**src/rtl/pe_pkg.sv**
```systemverilog
package pe_pkg;
   localparam int OP_W = 3;

   typedef enum logic [OP_W-1:0] {
      OP_ADD   = 3'd0,
      OP_SUB   = 3'd1,
      OP_AND   = 3'd2,
      OP_OR    = 3'd3,
      OP_XOR   = 3'd4,
      OP_PASSB = 3'd5
   } pe_op_e;
endpackage

```
**src/rtl/pe_regfile.sv**
```systemverilog
module pe_regfile #(
   parameter int DATA_W = 16,
   parameter int DEPTH  = 16,
   localparam int AW    = $clog2(DEPTH)
) (
   input  logic              clk,
   input  logic              rst,
   input  logic              we,
   input  logic [AW-1:0]     wa,
   input  logic [DATA_W-1:0] wd,
   input  logic [AW-1:0]     ra_a,
   input  logic [AW-1:0]     ra_b,
   output logic [DATA_W-1:0] rdata_a,
   output logic [DATA_W-1:0] rdata_b
);
   logic [DEPTH-1:0][DATA_W-1:0] mem;

   for (genvar i = 0; i < DEPTH; i++) begin : g_word
      logic [DATA_W-1:0] word_q;
      always_ff @(posedge clk) begin
         if (we && (wa == AW'(i))) word_q <= wd;
      end
      assign mem[i] = word_q;
   end

   assign rdata_a = mem[ra_a];
   assign rdata_b = mem[ra_b];

   AST_WRITE_LANDS: assert property (@(posedge clk) disable iff (rst)
      we |=> (mem[$past(wa)] == $past(wd)));
   AST_NO_STRAY_WRITE: assert property (@(posedge clk) disable iff (rst)
      !we |=> $stable(mem));
endmodule

```
**src/rtl/pe_alu.sv**
```systemverilog
module pe_alu
   import pe_pkg::*;
#(
   parameter int DATA_W       = 16,
   parameter bit SHARED_ADDER = 1'b1
) (
   input  logic [OP_W-1:0]   op,
   input  logic [DATA_W-1:0] a,
   input  logic [DATA_W-1:0] b,
   output logic [DATA_W-1:0] result
);
   logic [DATA_W-1:0] sum;

   if (SHARED_ADDER) begin : g_shared
      logic sub;
      assign sub = (op == OP_SUB);
      assign sum = a + (b ^ {DATA_W{sub}}) + DATA_W'(sub);
   end else begin : g_split
      assign sum = (op == OP_SUB) ? (a - b) : (a + b);
   end

   always_comb begin
      case (op)
         OP_ADD, OP_SUB: result = sum;
         OP_AND:         result = a & b;
         OP_OR:          result = a | b;
         OP_XOR:         result = a ^ b;
         OP_PASSB:       result = b;
         default:        result = '0;
      endcase
   end
endmodule

```
**src/rtl/pe_flag.sv**
```systemverilog
module pe_flag #(
   parameter int DATA_W = 16
) (
   input  logic              clk,
   input  logic              rst,
   input  logic              clr_all,
   input  logic              set_flag,
   input  logic              cond_sel,
   input  logic [DATA_W-1:0] result,
   output logic              active
);
   logic cond;

   assign cond = cond_sel ? result[DATA_W-1] : (result == '0);

   always_ff @(posedge clk) begin
      if (rst)                     active <= 1'b1;
      else if (clr_all)            active <= 1'b1;
      else if (set_flag && active) active <= cond;
   end

   AST_CLEAR_WINS: assert property (@(posedge clk) disable iff (rst)
      clr_all |=> active);
   AST_ASLEEP_STAYS: assert property (@(posedge clk) disable iff (rst)
      (!active && !clr_all) |=> !active);
   AST_FLAG_HOLD: assert property (@(posedge clk) disable iff (rst)
      (!clr_all && !set_flag) |=> $stable(active));
endmodule

```
**src/rtl/simd_pe.sv**
```systemverilog
module simd_pe
   import pe_pkg::*;
#(
   parameter int DATA_W       = 16,
   parameter int REGS         = 16,
   parameter bit SHARED_ADDER = 1'b1,
   localparam int ADDR_W      = $clog2(REGS)
) (
   input  logic              clk,
   input  logic              rst,
   input  logic              flag_clear_all,
   input  logic [OP_W-1:0]   op,
   input  logic [ADDR_W-1:0] rd,
   input  logic [ADDR_W-1:0] ra,
   input  logic [ADDR_W-1:0] rb,
   input  logic              src_b_sel,
   input  logic              wb_en,
   input  logic              bus_drive_en,
   input  logic              set_flag,
   input  logic              flag_cond,
   input  logic [DATA_W-1:0] bus_in,
   output logic [DATA_W-1:0] bus_out,
   output logic              bus_oe,
   output logic              active
);
   if (DATA_W < 2) begin : g_bad_width
      $error("simd_pe: DATA_W must be at least 2");
   end
   if ((REGS < 2) || ((REGS & (REGS - 1)) != 0)) begin : g_bad_depth
      $error("simd_pe: REGS must be a power of two, at least 2");
   end

   logic [DATA_W-1:0] opa, reg_b, opb, result;
   logic              we;

   assign we = wb_en & active;

   pe_regfile #(.DATA_W(DATA_W), .DEPTH(REGS)) u_rf (
      .clk(clk), .rst(rst), .we(we), .wa(rd), .wd(result),
      .ra_a(ra), .ra_b(rb), .rdata_a(opa), .rdata_b(reg_b)
   );

   assign opb = src_b_sel ? bus_in : reg_b;

   pe_alu #(.DATA_W(DATA_W), .SHARED_ADDER(SHARED_ADDER)) u_alu (
      .op(op), .a(opa), .b(opb), .result(result)
   );

   pe_flag #(.DATA_W(DATA_W)) u_flag (
      .clk(clk), .rst(rst), .clr_all(flag_clear_all), .set_flag(set_flag),
      .cond_sel(flag_cond), .result(result), .active(active)
   );

   assign bus_oe  = bus_drive_en & active;
   assign bus_out = bus_oe ? result : '0;

   AST_BUS_QUIET: assert property (@(posedge clk) disable iff (rst)
      !bus_oe |-> (bus_out == '0));
   AST_RESET_WAKES: assert property (@(posedge clk)
      rst |=> active);
endmodule

```
**config.mk**
```make
export PLATFORM = sky130hd
export DESIGN_NAME = simd_pe
export DESIGN_NICKNAME = d
export VERILOG_FILES = /design/src/rtl/pe_pkg.sv /design/src/rtl/pe_regfile.sv /design/src/rtl/pe_alu.sv /design/src/rtl/pe_flag.sv /design/src/rtl/simd_pe.sv
export SDC_FILE = /design/constraint.sdc
export NUM_CORES = 1
export LEC_CHECK = 0
export BUFFER_PORTS_ARGS = -buffer_cell sky130_fd_sc_hd__buf_2
export CAP_MARGIN = 20
export CORE_ASPECT_RATIO = 0.5
export CORE_UTILIZATION = 40
export DETAILED_ROUTE_END_ITERATION = 8
export PLACE_DENSITY = 0.55
export SLEW_MARGIN = 10
export SYNTH_ARGS = -nofsm -noshare
export SYNTH_HDL_FRONTEND = slang
export SYNTH_SLANG_ARGS = --single-unit
```
**constraint.sdc**
```tcl
create_clock -name clk -period 8.85 [get_ports clk]
set_input_delay 0.4425 -clock clk [delete_from_list [all_inputs] [get_ports clk]]
set_output_delay 0.4425 -clock clk [all_outputs]
set_load 0.01 [all_outputs]
```
# [Word level (Yosys, flattened, before mapping)]
# Index checks and enable logic that the tools add are counted.
[classes] n_addsub=2 n_mul=0 div=0 order_cmp=2 eq_ne=20 shift=0 muxes=8 n_bitwise=6 n_reduce_logical=22
[op_table] op="$bmux W16 S4" n=2
[op_table] op="$pmux W16 S5" n=1
[op_table] op="$mux W16" n=4
[op_table] op="$eq A4 B4 Y1 const B" n=8
[op_table] op="$xor A16 B16 Y16" n=2
[op_table] op="$logic_and A1 B1 Y1" n=17
[op_table] op="$add A16 B1 Y16" n=1
[op_table] op="$add A16 B16 Y16" n=1
[op_table] op="$and A16 B16 Y16" n=1
[op_table] op="$eq A4 B3 Y1 const B" n=4
[op_table] op="$logic_not A16 Y1" n=1
[op_table] op="$or A16 B16 Y16" n=1
[op_table] op="$lt A4 B5 Y1 const B" n=2
[op_table] op="$eq A4 B2 Y1 const B" n=2
[op_table] op="$eq A3 B2 Y1 const B" n=2
[op_table] op="$eq A3 B3 Y1 const B" n=2
[op_table] op="$eq A4 B1 Y1 const B" n=1
[op_table] op="$logic_not A4 Y1" n=1
[op_table] op="$reduce_or A2 Y1" n=2
[op_table] op="$eq A3 B1 Y1 const B" n=1
[op_table] op="$logic_not A3 Y1" n=1
[op_table] op="$and A1 B1 Y1" n=2
[op_table] op="$mux W1" n=1
[totals] ff_bits=257 latchBits=0 ram_bits=0 rom_bits=0 in_bits=39 out_inout_bits=18 word_cells=77 n_memories=0

# [Depth between registers and ports, before layout]
# Gate-level depths: netlist of run 1.
[logic_depth] ltp_word=9 mapped_depth=20 depth_no_buf=18

# [Cells and area by module]
# Synthesis of run 1 repeated with hierarchy kept, for this count alone.
[unflattened] cells_unflattened=889 area_unflattened_um2=14182.4
[by_module_without_submodules] module="pe_regfile" instances=1 cells_each=553 area_per_inst_um2=11663.7 seq_area_each_um2=7687.4
[by_module_without_submodules] module="pe_alu" instances=1 cells_each=288 area_per_inst_um2=2050.7 seq_area_each_um2=0.0
[by_module_without_submodules] module="simd_pe" instances=1 cells_each=38 area_per_inst_um2=370.4 seq_area_each_um2=0.0
[by_module_without_submodules] module="pe_flag" instances=1 cells_each=10 area_per_inst_um2=97.6 seq_area_each_um2=20.0

# [Worst setup path after synthesis of run 1]
# OpenSTA, ideal clock, no wires.
[synth_timing] path_type="input-to-reg" start="input ra[0]" end="register u_flag.active" setup_time_ns=0.059 arrival_ns=5.715 required_time_ns=8.791 slack_ns=3.076 path_stages=16 path_buffers=3 cell_sequence="buf_2 > buf_1 > buf_1 > mux4_2 > mux4_2 > fa_1 > a21o_1 > a221o_1 > a211oi_1 > o21ai_0 > and2_1 > mux2i_1 > a221o_1 > or3b_2 > nor4_2 > a31o_1"
[synth_via] elab_chain_cells=7 elab_cells_between_ends=10 classes_between="add/sub: 2; mux: 4; bitwise: 3; reduce/logical: 1"
[synth_lines] element="start, declared" line_no="simd_pe.sv:14" source="input logic [ADDR_W-1:0] ra,"
[synth_lines] element="$bmux W16 S4 *" line_no="pe_regfile.sv:26" source="assign rdata_a = mem[ra_a];"
[synth_lines] element="$mux W16 (implied by the code) *" line_no="pe_regfile.sv:26"
[synth_lines] element="$add A16 B16 Y16" line_no="pe_alu.sv:17" source="assign sum = a + (b ^ {DATA_W{sub}}) + DATA_W'(sub);"
[synth_lines] element="$add A16 B1 Y16" line_no="pe_alu.sv:17"
[synth_lines] element="$pmux W16 S5 *" line_no="pe_alu.sv:23" source="case (op)"
[synth_lines] element="named net result[12]" line_no="simd_pe.sv:33" source="logic [DATA_W-1:0] opa, reg_b, opb, result;"
[synth_lines] element="$logic_not A16 Y1 *" line_no="pe_flag.sv:14" source="assign cond = cond_sel ? result[DATA_W-1] : (result == '0);"
[synth_lines] element="$mux W1 *" line_no="pe_flag.sv:14"
[synth_lines] element="end signal, assigned" line_no="pe_flag.sv:19" source="else if (set_flag && active) active <= cond;"
[synth_lines] element="end, declared" line_no="pe_flag.sv:10" source="output logic active"
# Mark *: on every way through the listed nets, which the timed path passes. The rest lies on a longest branch. The select of a mux whose other input is x is not followed.
# A chain may end at the register's enable or synchronous reset.

# [Worst setup path in the final report of run 1]
[layout_timing] start="input rb[1]" end="output bus_out[11]"
[layout_via] elab_chain_cells=8 elab_cells_between_ends=11 classes_between="add/sub: 2; mux: 5; bitwise: 4"
[layout_lines] element="start, declared" line_no="simd_pe.sv:15" source="input logic [ADDR_W-1:0] rb,"
[layout_lines] element="$bmux W16 S4 *" line_no="pe_regfile.sv:27" source="assign rdata_b = mem[ra_b];"
[layout_lines] element="$mux W16 (implied by the code) *" line_no="pe_regfile.sv:27"
[layout_lines] element="$mux W16 *" line_no="simd_pe.sv:43" source="assign opb = src_b_sel ? bus_in : reg_b;"
[layout_lines] element="$xor A16 B16 Y16" line_no="pe_alu.sv:17"
[layout_lines] element="$add A16 B16 Y16" line_no="pe_alu.sv:17"
[layout_lines] element="$add A16 B1 Y16" line_no="pe_alu.sv:17"
[layout_lines] element="$pmux W16 S5 *" line_no="pe_alu.sv:23"
[layout_lines] element="$mux W16 *" line_no="simd_pe.sv:55" source="assign bus_out = bus_oe ? result : '0;"
[layout_lines] element="end, declared" line_no="simd_pe.sv:22" source="output logic [DATA_W-1:0] bus_out,"
# Mark *: on every way between the ends. The rest lies on a longest branch, timed or not. The select of a mux whose other input is x is not followed.

==> flow_metrics.tcl, run 1 <==
set metrics [dict create \
    grt_use_met2_pct 34.97 \
    num-fill-cells 2989 \
    antenna_cells 0 \
    grtUsageMet1_pct 33.71 \
    syn_nets 998 \
    netlist_area_um2 14340 \
    grt_use_met3_pct 4.733 \
    port_buffers 56 \
    start_kind "primary input" \
    viasPerCell 6.247 \
    relSlewSlack_pct 21.65 \
    clkPwrFrac_pct 33.8 \
    period_needed_ns 6.533 \
    htree_levels 1 \
    seq_area_um2 7707 \
    drt_iter0_markers 1170 \
    synth_seq_cells 257 \
    hold_violations 0 \
    setup_viol 0 \
    synth.top_cell.area_share_pct 53.61 \
    seq_area_frac_synth_pct 53.75 \
    holdWs_ns 0.3171 \
    dp_slack_ns 2.229 \
    slew_violations 0 \
    grt_usage_pct 22.89 \
    grt-ovfl-total 0 \
    maxCapViolations 0 \
    peakVddDrop_uv 152.2 \
    io_pins 57 \
    die_h_um 135.9 \
    min_period_over_period_pct 73.82 \
    clkSlewWorstSetupHoldPaths_ns 0.07 \
    ys_warn_count 0 \
    wl_um 41600 \
    clock_latency_ns 0.53 \
    multi_input_area_um2 6307 \
    vias 9090 \
    drc_errors 0 \
    power.density_nw_per_um2 193.4 \
    place_congestion 0.8765 \
    fin_skew_ns 0.01777 \
    cp-end-kind "output pin" \
    post_cts_buffers 0 \
    synthArstFlopShare_pct 0 \
    cts_sinks 257 \
    rows 48 \
    worst_slack_ns 2.317 \
    drive_above_1_share_pct 30.20 \
    place.detailed.hpwl_um 26640 \
    grt_max_degree 64 \
    grt_pass1_vias 8942 \
    avgSynthCellArea_um2 15.72 \
    synth_top_area_cell "edfxtp_1" \
    critPathRequiredTime_ns 8.41 \
    power_leakage_nw 5.508 \
    yosysUniqueCellTypes 67 \
    die_x_um 269.8 \
    power.share.sequential_pct 46.5 \
    clock_path_buffers 3 \
    cts_tree "done" \
    dr.pass1.iters 5 \
    netlist_instances 912 \
    antenna_left 0 \
    fmax_mhz 153.1 \
    die_area_um2 36650 \
    tightestPinTransition_ns 1.163 \
    finalPower_mw 3.101 \
    rsz0062_at_grt "no" \
    grt.busiest_layer "met2" \
    cts_hold_buf 0 \
    postLayoutCellArea_um2 16040 \
    cts-root-buf "clkbuf_16" \
    final_util_pct 45.96 \
    start_util_pct 41.09 \
    cts_resized 0 \
    dp_cells 1409 \
    place_area_um2 15230 \
    antenna_found_initial 0 \
    wl_per_cell_um 28.59 \
    numCtsBuffers 26 \
    core_region_area_um2 34890 \
    critPathMaxFanout 49 \
    p_int_mw 2.246 \
    hp-class "primary input to flop" \
    synth_edf_count 256 \
    swShare_pct 27.56 \
    cp.arrival_ns 6.09 \
    synthTopCellsByArea "edfxtp_1 (54%), mux4_2 (22%), ha_1 (4.0%), mux2i_1 (1.9%), nor2_1 (1.5%)" \
    setup-tns-final_ns 0 \
    status "finished clean" \
    p_sw_mw 0.8548 \
    ys.flop_type "edfxtp_1" \
    nNetsFinal 1049 \
    final_cells 1455 \
    power_frac_comb_pct 19.7 \
    syn_to_final_growth_pct 11.84 \
    grt_first_pass_wirelength_um 60570 \
    critPathKind "primary input to output pin" \
]
-- worst paths after layout --
kind,slack (ns),end,start,cells after the start
worst min-delay path,0.32,u_flag.active,set_flag,3
worst min register to register,1.09,u_flag.active,u_flag.active,3
worst max-delay path,2.32,bus_out[11],rb[1],14
worst max register to register,3.25,u_flag.active,u_rf.g_word[7].word_q[6],16
-- critical path, stage by stage --
cell      delay [ns]
buf_4           0.65
buf_4           0.45
mux4_2          0.37
mux2_2          0.27
o21ai_0         0.89
o21a_1          0.25
xnor2_1         0.08
ha_1            0.44
nand2_1         0.13
o41ai_2         0.71
o21ai_0         0.20
a211oi_1        0.80
nor2_1          0.13
buf_2           0.18
-- cell usage in the layout, fill, tap and decap left out, types with 5 or more instances in the layout --
master     netlist  final
o22ai_1          5      5
a21oi_1         41     41
clkbuf_16        0     26
clkinv_1         1      6
a211oi_1         7      7
nand2_1         33     33
nand4_1          8      8
and2_1          11     11
buf_4            5     25
xnor2_1         17     17
a31oi_1          7      7
nand2b_1        10     10
a21o_1           6      6
a221oi_1         6      6
mux4_2         142    142
ha_1            46     46
inv_1           44     44
nor3_1          13      9
edfxtp_1       256    256
nor2_1          58     45
mux2i_1         27     27
mux2_2           7      7
mux4_1           5      5
nor2_4           0      9
clkinv_2         0      5
o21ai_0         24     23
and3_1           6      6
nor2b_1          7      7
nand3_1         14     14
buf_2            7     53
-- cells in the mapped netlist, types with 2 or more instances --
library cell,instances
nand3b_1,2
a22oi_1,2
or3_1,2
and2_1,11
mux4_1,5
clkbuf_1,31
nor2b_1,7
buf_1,10
mux2_2,7
nor2_1,58
or4_1,3
buf_6,2
or2_2,2
inv_1,44
nand2_1,33
o22ai_1,5
xor2_1,3
a221o_1,3
a211oi_1,7
mux2i_1,27
a221oi_1,6
and3_1,6
buf_2,7
nand3_1,14
nand4_1,8
nor3b_1,2
mux4_2,142
nor3_1,13
a41oi_1,2
ha_1,46
nand2b_1,10
buf_4,5
a211oi_2,2
a21o_1,6
o221ai_1,2
o211ai_1,4
a21oi_1,41
o21ai_0,24
a31oi_1,7
xnor2_1,17
edfxtp_1,256
o31ai_1,2
a211o_1,2
-- per-layer routing --
layer | up-vias | share of wire, %
met1 | 4774 | 45
met5 | - | 0
met3 | 62 | 8.9
met4 | 0 | 2.0
met2 | 422 | 44
li1 | 3832 | -
-- sequential cells by signal, summed over array words and instances, names as in the netlist --
name and flops:
u_flag.active 1, u_rf.g_word.word_q 256
-- area by class of cell --
cell class	instances	share of cell area (%)
multi-input cells	554	39.33
flip-flops and latches	257	48.06
clock buffers	30	4.151
clock inverters	15	0.8504
repair buffers	78	2.824
inverters	46	1.077
well taps	475	3.706
-- kinds of logic after synthesis --
family	count (synthesis)	share of synthesized area (%)
multiplexers	183	25.91
XOR/XNOR	21	1.379
buffers and inverters	101	2.941
AO/OA/AOI/OAI	127	5.838
flip-flops	257	53.75
adder cells (fa/ha/maj)	47	4.154
AND/OR/NAND/NOR	176	6.030
-- power by group through the flow --
stage               registers, mW  logic (mW)  clock network (mW)
finish                       1.44       0.611                1.05
global route                 1.44       0.659                1.11
CTS                          1.44       0.604                1.06
detailed placement           1.47       0.602                   0
global placement             1.46       0.593                   0
floorplan                    1.46       0.398                   0
Note: power is estimated with default switching activity, not from simulation.
==> inputs of run 2 (changes only) <==
==> constraint.sdc (replaced) <==
create_clock -name clk -period 6.7 [get_ports clk]
set_input_delay 0.335 -clock clk [delete_from_list [all_inputs] [get_ports clk]]
set_output_delay 0.335 -clock clk [all_outputs]
set_load 0.01 [all_outputs]
==> flow_metrics.tcl, run 2 (same netlist as run 1, synthesis figures left out) <==
set metrics [dict create \
    status "finished clean" \
    cp.arrival_ns 5.37 \
    core_region_area_um2 34890 \
    die_x_um 269.8 \
    cpMaxStageDelayCell "buf_4" \
    cts-root-buf "clkbuf_16" \
    critPathRequiredTime_ns 6.36 \
    dp_slack_ns 0.7678 \
    reg2reg_depth 15 \
    wl_per_cell_um 28.52 \
    cp-startpoint "rb[1]" \
    top_regs "u_rf.g_word.word_q x256, u_flag.active x1" \
    power.density_nw_per_um2 254.8 \
    crit_family "compound AO/OA/AOI/OAI gates" \
    place_area_um2 15420 \
    htree_levels 1 \
    numCtsBuffers 26 \
    start_util_pct 41.09 \
    crit_end "bus_out[14]" \
    period_needed_ns 5.706 \
    drive_above_1_share_pct 31.77 \
    critPathMaxFanout 39 \
    die_area_um2 36650 \
    largest_reg_flops 256 \
    cts_hold_buf 0 \
    final_cells 1479 \
    worst_slack_ns 0.9942 \
    post_cts_buffers 0 \
    syn_to_final_growth_pct 13.15 \
    dr.pass1.iters 5 \
    vias 9130 \
    io_pins 57 \
    cp.depth 17 \
    clock_path_buffers 3 \
    wl_um 42180 \
    r2r_end "u_flag.active" \
    drt_iter0_markers 1055 \
    worstReg2RegStart "u_rf.g_word[15].word_q[2]" \
    hold_violations 0 \
    critPathKind "primary input to output pin" \
    min_period_over_period_pct 85.16 \
    final_util_pct 46.50 \
    clkSlewWorstSetupHoldPaths_ns 0.06 \
    place.detailed.hpwl_um 27100 \
    final_cell_mix "edfxtp_1 (256), mux4_2 (142), buf_2 (53), buf_4 (49), ha_1 (46)" \
    grt-ovfl-total 0 \
    rows 48 \
    port_buffers 56 \
    clock_latency_ns 0.54 \
    fmax_mhz 175.3 \
    antenna_found_initial 1 \
    postLayoutCellArea_um2 16220 \
    layout_commonest_cell "edfxtp_1" \
    finalPower_mw 4.134 \
    grt_usage_pct 23.12 \
    hp-class "primary input to flop" \
    grt_first_pass_wirelength_um 60570 \
    largest_register "u_rf.g_word.word_q" \
    rsz0062_at_grt "no" \
    viasPerCell 6.173 \
    path_buf_inv 3 \
    fin_skew_ns 0.01229 \
    holdWs_ns 0.2004 \
    setup-tns-final_ns 0 \
    nNetsFinal 1074 \
    cts_sinks 257 \
    cp_slowest_stage_delay_ns 0.54 \
    place_congestion 0.9104 \
    power_leakage_nw 5.631 \
    cts_tree "done" \
    worstPathCellList "buf_4 -> buf_4 -> mux4_2 -> mux4_2 -> mux2i_2 -> xnor2_1 -> ha_1 -> and3_1 -> a221o_1 -> a211oi_1 -> o21ai_0 -> and2_1 -> o211ai_1 -> o31ai_1 -> a211o_1 -> and2_1 -> buf_2" \
    grt_pass1_vias 8909 \
    dp_cells 1435 \
    antenna_left 0 \
    grt_max_degree 40 \
    peakVddDrop_uv 137.0 \
    tightestPinTransition_ns 0.9996 \
    maxCapViolations 0 \
    relSlewSlack_pct 33.22 \
    cts_resized 0 \
    slew_violations 0 \
    start_kind "primary input" \
    antenna_cells 0 \
    r2r_setup_slack_ns 1.37 \
    drc_errors 0 \
    die_h_um 135.9 \
    cp-end-kind "output pin" \
    setup_viol 0 \
]
run 2: changes by cell type in the layout (fill, tap and decap cells not counted), sizes merged:
cell    change
buf        +25
clkinv      -6
clkbuf      +5
run 2: power breakdown:
group	internal, mW	switching [mW]
sequential	1.89	0.0118
clock	0.811	0.593
combinational	0.306	0.521
run 2: worst min path at each step:
| stage | startpoint | end | depth (start not counted) |
|---|---|---|---|
| floorplan | set_flag | u_flag.active | 2 |
| detailed placement | set_flag | u_flag.active | 3 |
| finish | set_flag | u_flag.active | 3 |
| global route | set_flag | u_flag.active | 3 |
| CTS | set_flag | u_flag.active | 3 |
| global placement | set_flag | u_flag.active | 3 |
run 2: per-layer routing:
| layer | routed length, um | GRT usage [%] |
|---|---|---|
| met2 | 19330 | 36.45 |
| met4 | 1020 | 6.313 |
| met3 | 3681 | 4.733 |
| met5 | 0 | 0 |
| met1 | 18150 | 32.81 |
run 2: tightest hold or removal path: cells and delay by family:
kind | cells | cell delay [ns]
AOI/OAI and AO/OA | 2 | 0.27
buffers and inverters | 1 | 0.10
run 2: final cells by class:
type                    count  area [um2]
fillers                  2974       18670
flip-flops and latches    257        7707
multi-input cells         554        6292
clock buffers              35       705.7
repair buffers            103       653.1
well taps                 475       594.3
inverters                  46       172.7
clock inverters             9       98.84
==> inputs of run 3 (changes only) <==
--- a/config.mk
+++ b/config.mk
@@ -9,8 +9,10 @@
 export CAP_MARGIN = 20
 export CORE_ASPECT_RATIO = 0.5
 export CORE_UTILIZATION = 40
+export CTS_BUF_LIST = sky130_fd_sc_hd__clkbuf_4 sky130_fd_sc_hd__clkbuf_8
 export DETAILED_ROUTE_END_ITERATION = 8
 export PLACE_DENSITY = 0.55
+export SKIP_CTS_REPAIR_TIMING = 1
 export SLEW_MARGIN = 10
 export SYNTH_ARGS = -nofsm -noshare
 export SYNTH_HDL_FRONTEND = slang
==> flow_metrics.tcl, run 3 (same netlist as run 1, synthesis figures left out) <==
set metrics [dict create \
    status "finished clean" \
    critPathRequiredTime_ns 6.36 \
    final_util_pct 46.54 \
    hp-class "primary input to flop" \
    syn_to_final_growth_pct 13.25 \
    relSlewSlack_pct 32.45 \
    critPathKind "primary input to output pin" \
    rows 48 \
    port_buffers 56 \
    numCtsBuffers 42 \
    r2r_setup_slack_ns 1.32 \
    setup_viol 0 \
    viasPerCell 6.107 \
    clkSlewWorstSetupHoldPaths_ns 0.06 \
    fmax_mhz 175.7 \
    dr.max_layer_used "met4" \
    cpMaxStageDelayCell "mux4_2" \
    nNetsFinal 1090 \
    cts_sinks 257 \
    critPathMaxFanout 39 \
    holdPathStages 3 \
    power.density_nw_per_um2 252.2 \
    layout_commonest_cell "edfxtp_1" \
    wl_um 42460 \
    rsz0062_at_grt "no" \
    cts-root-buf "clkbuf_8" \
    cp.arrival_ns 5.36 \
    cp_slowest_stage_delay_ns 0.53 \
    antenna_cells 0 \
    num-fill-cells 2991 \
    die_x_um 269.8 \
    drc_errors 0 \
    route.met3.wl_um 3794 \
    grt-ovfl-total 0 \
    drive_above_1_share_pct 33.72 \
    maxCapViolations 0 \
    setup-tns-final_ns 0 \
    fin_skew_ns 0.04342 \
    start_util_pct 41.09 \
    peakVddDrop_uv 93.77 \
    slew_violations 0 \
    wl_per_cell_um 28.18 \
    largest_register "u_rf.g_word.word_q" \
    period_needed_ns 5.691 \
    htree_levels 2 \
    grt_usage_pct 23.39 \
    top_regs "u_rf.g_word.word_q x256, u_flag.active x1" \
    vias 9204 \
    cp.depth 17 \
    largest_reg_flops 256 \
    start_kind "primary input" \
    antenna_left 0 \
    worstPathCellList "buf_4 -> buf_4 -> mux4_2 -> mux4_2 -> mux2i_2 -> xnor2_1 -> ha_1 -> and3_1 -> a221o_1 -> a211oi_1 -> o21ai_0 -> and2_1 -> o211ai_1 -> o31ai_1 -> a211o_1 -> and2_1 -> buf_2" \
    cts_tree "done" \
    dr.pass1.iters 5 \
    grt_pass1_vias 9131 \
    die_h_um 135.9 \
    die_area_um2 36650 \
    antenna_found_initial 1 \
    grt_max_degree 40 \
    final_cell_mix "edfxtp_1 (256), mux4_2 (142), buf_2 (53), buf_4 (49), ha_1 (46)" \
    met2_length_um 19360 \
    io_pins 57 \
    power_leakage_nw 5.665 \
    met1_length_um 18200 \
    path_buf_inv 3 \
    drt_iter0_markers 1011 \
    place.detailed.hpwl_um 27100 \
    grt_first_pass_wirelength_um 61110 \
    cp-end-kind "output pin" \
    reg2reg_depth 15 \
    min_period_over_period_pct 84.94 \
    hold_violations 0 \
    core_region_area_um2 34890 \
    clock_latency_ns 0.56 \
    crit_family "compound AO/OA/AOI/OAI gates" \
    clock_path_buffers 3 \
    tightestPinTransition_ns 1.011 \
    place_congestion 0.9104 \
]
[run 3: cell type report]
| type | count | area, um2 | area share (%) |
|---|---|---|---|
| well taps | 475 | 594.3 | 3.660 |
| repair buffers | 103 | 653.1 | 4.022 |
| multi-input cells | 554 | 6292 | 38.75 |
| inverters | 46 | 172.7 | 1.063 |
| clock inverters | 14 | 113.9 | 0.7012 |
| flip-flops and latches | 257 | 7707 | 47.46 |
| clock buffers | 58 | 704.4 | 4.338 |
[run 3: worst paths after layout]
kind	start	endpoint
worst max register to register	u_rf.g_word[12].word_q[2]	u_flag.active
worst min register to register	u_flag.active	u_flag.active
worst max-delay path	rb[1]	bus_out[14]
worst min-delay path	set_flag	u_flag.active
[run 3: metal layers]
metal | up-vias | track usage [%]
met5 | - | 0
met2 | 467 | 36.45
met4 | 0 | 7.607
met1 | 4750 | 32.52
li1 | 3910 | -
met3 | 77 | 5.599
[run 3: metrics by stage]
stage	instances	total power, mW	worst slack, ns	area, um2	hold WS (ns)
floorplan	912	2.456	1.034	14340	0.5894
global placement	1434	2.736	0.4756	15410	0.7150
detailed placement	1435	2.753	0.7678	15420	0.7262
CTS	1507	4.106	1.031	16240	0.1659
global route	1507	4.258	0.7632	16240	0.1801
finish	1507	4.096	1.009	16240	0.1807
[run 3: report_power, final]
group | internal (mW) | switching, mW
combinational | 0.306 | 0.522
clock | 0.753 | 0.613
sequential | 1.89 | 0.0121
total | 2.95 | 1.15
[run 3: worst register-to-register path, delay by kind of cell (launching register included)]
| family | cells | cell delay [ns] |
|---|---|---|
| flip-flops | 1 | 0.40 |
| XOR/XNOR | 1 | 0.12 |
| AO/OA/AOI/OAI | 5 | 1.75 |
| AND/OR/NAND/NOR | 4 | 1.17 |
| multiplexers | 4 | 1.49 |
| adder cells (fa/ha/maj) | 1 | 0.40 |
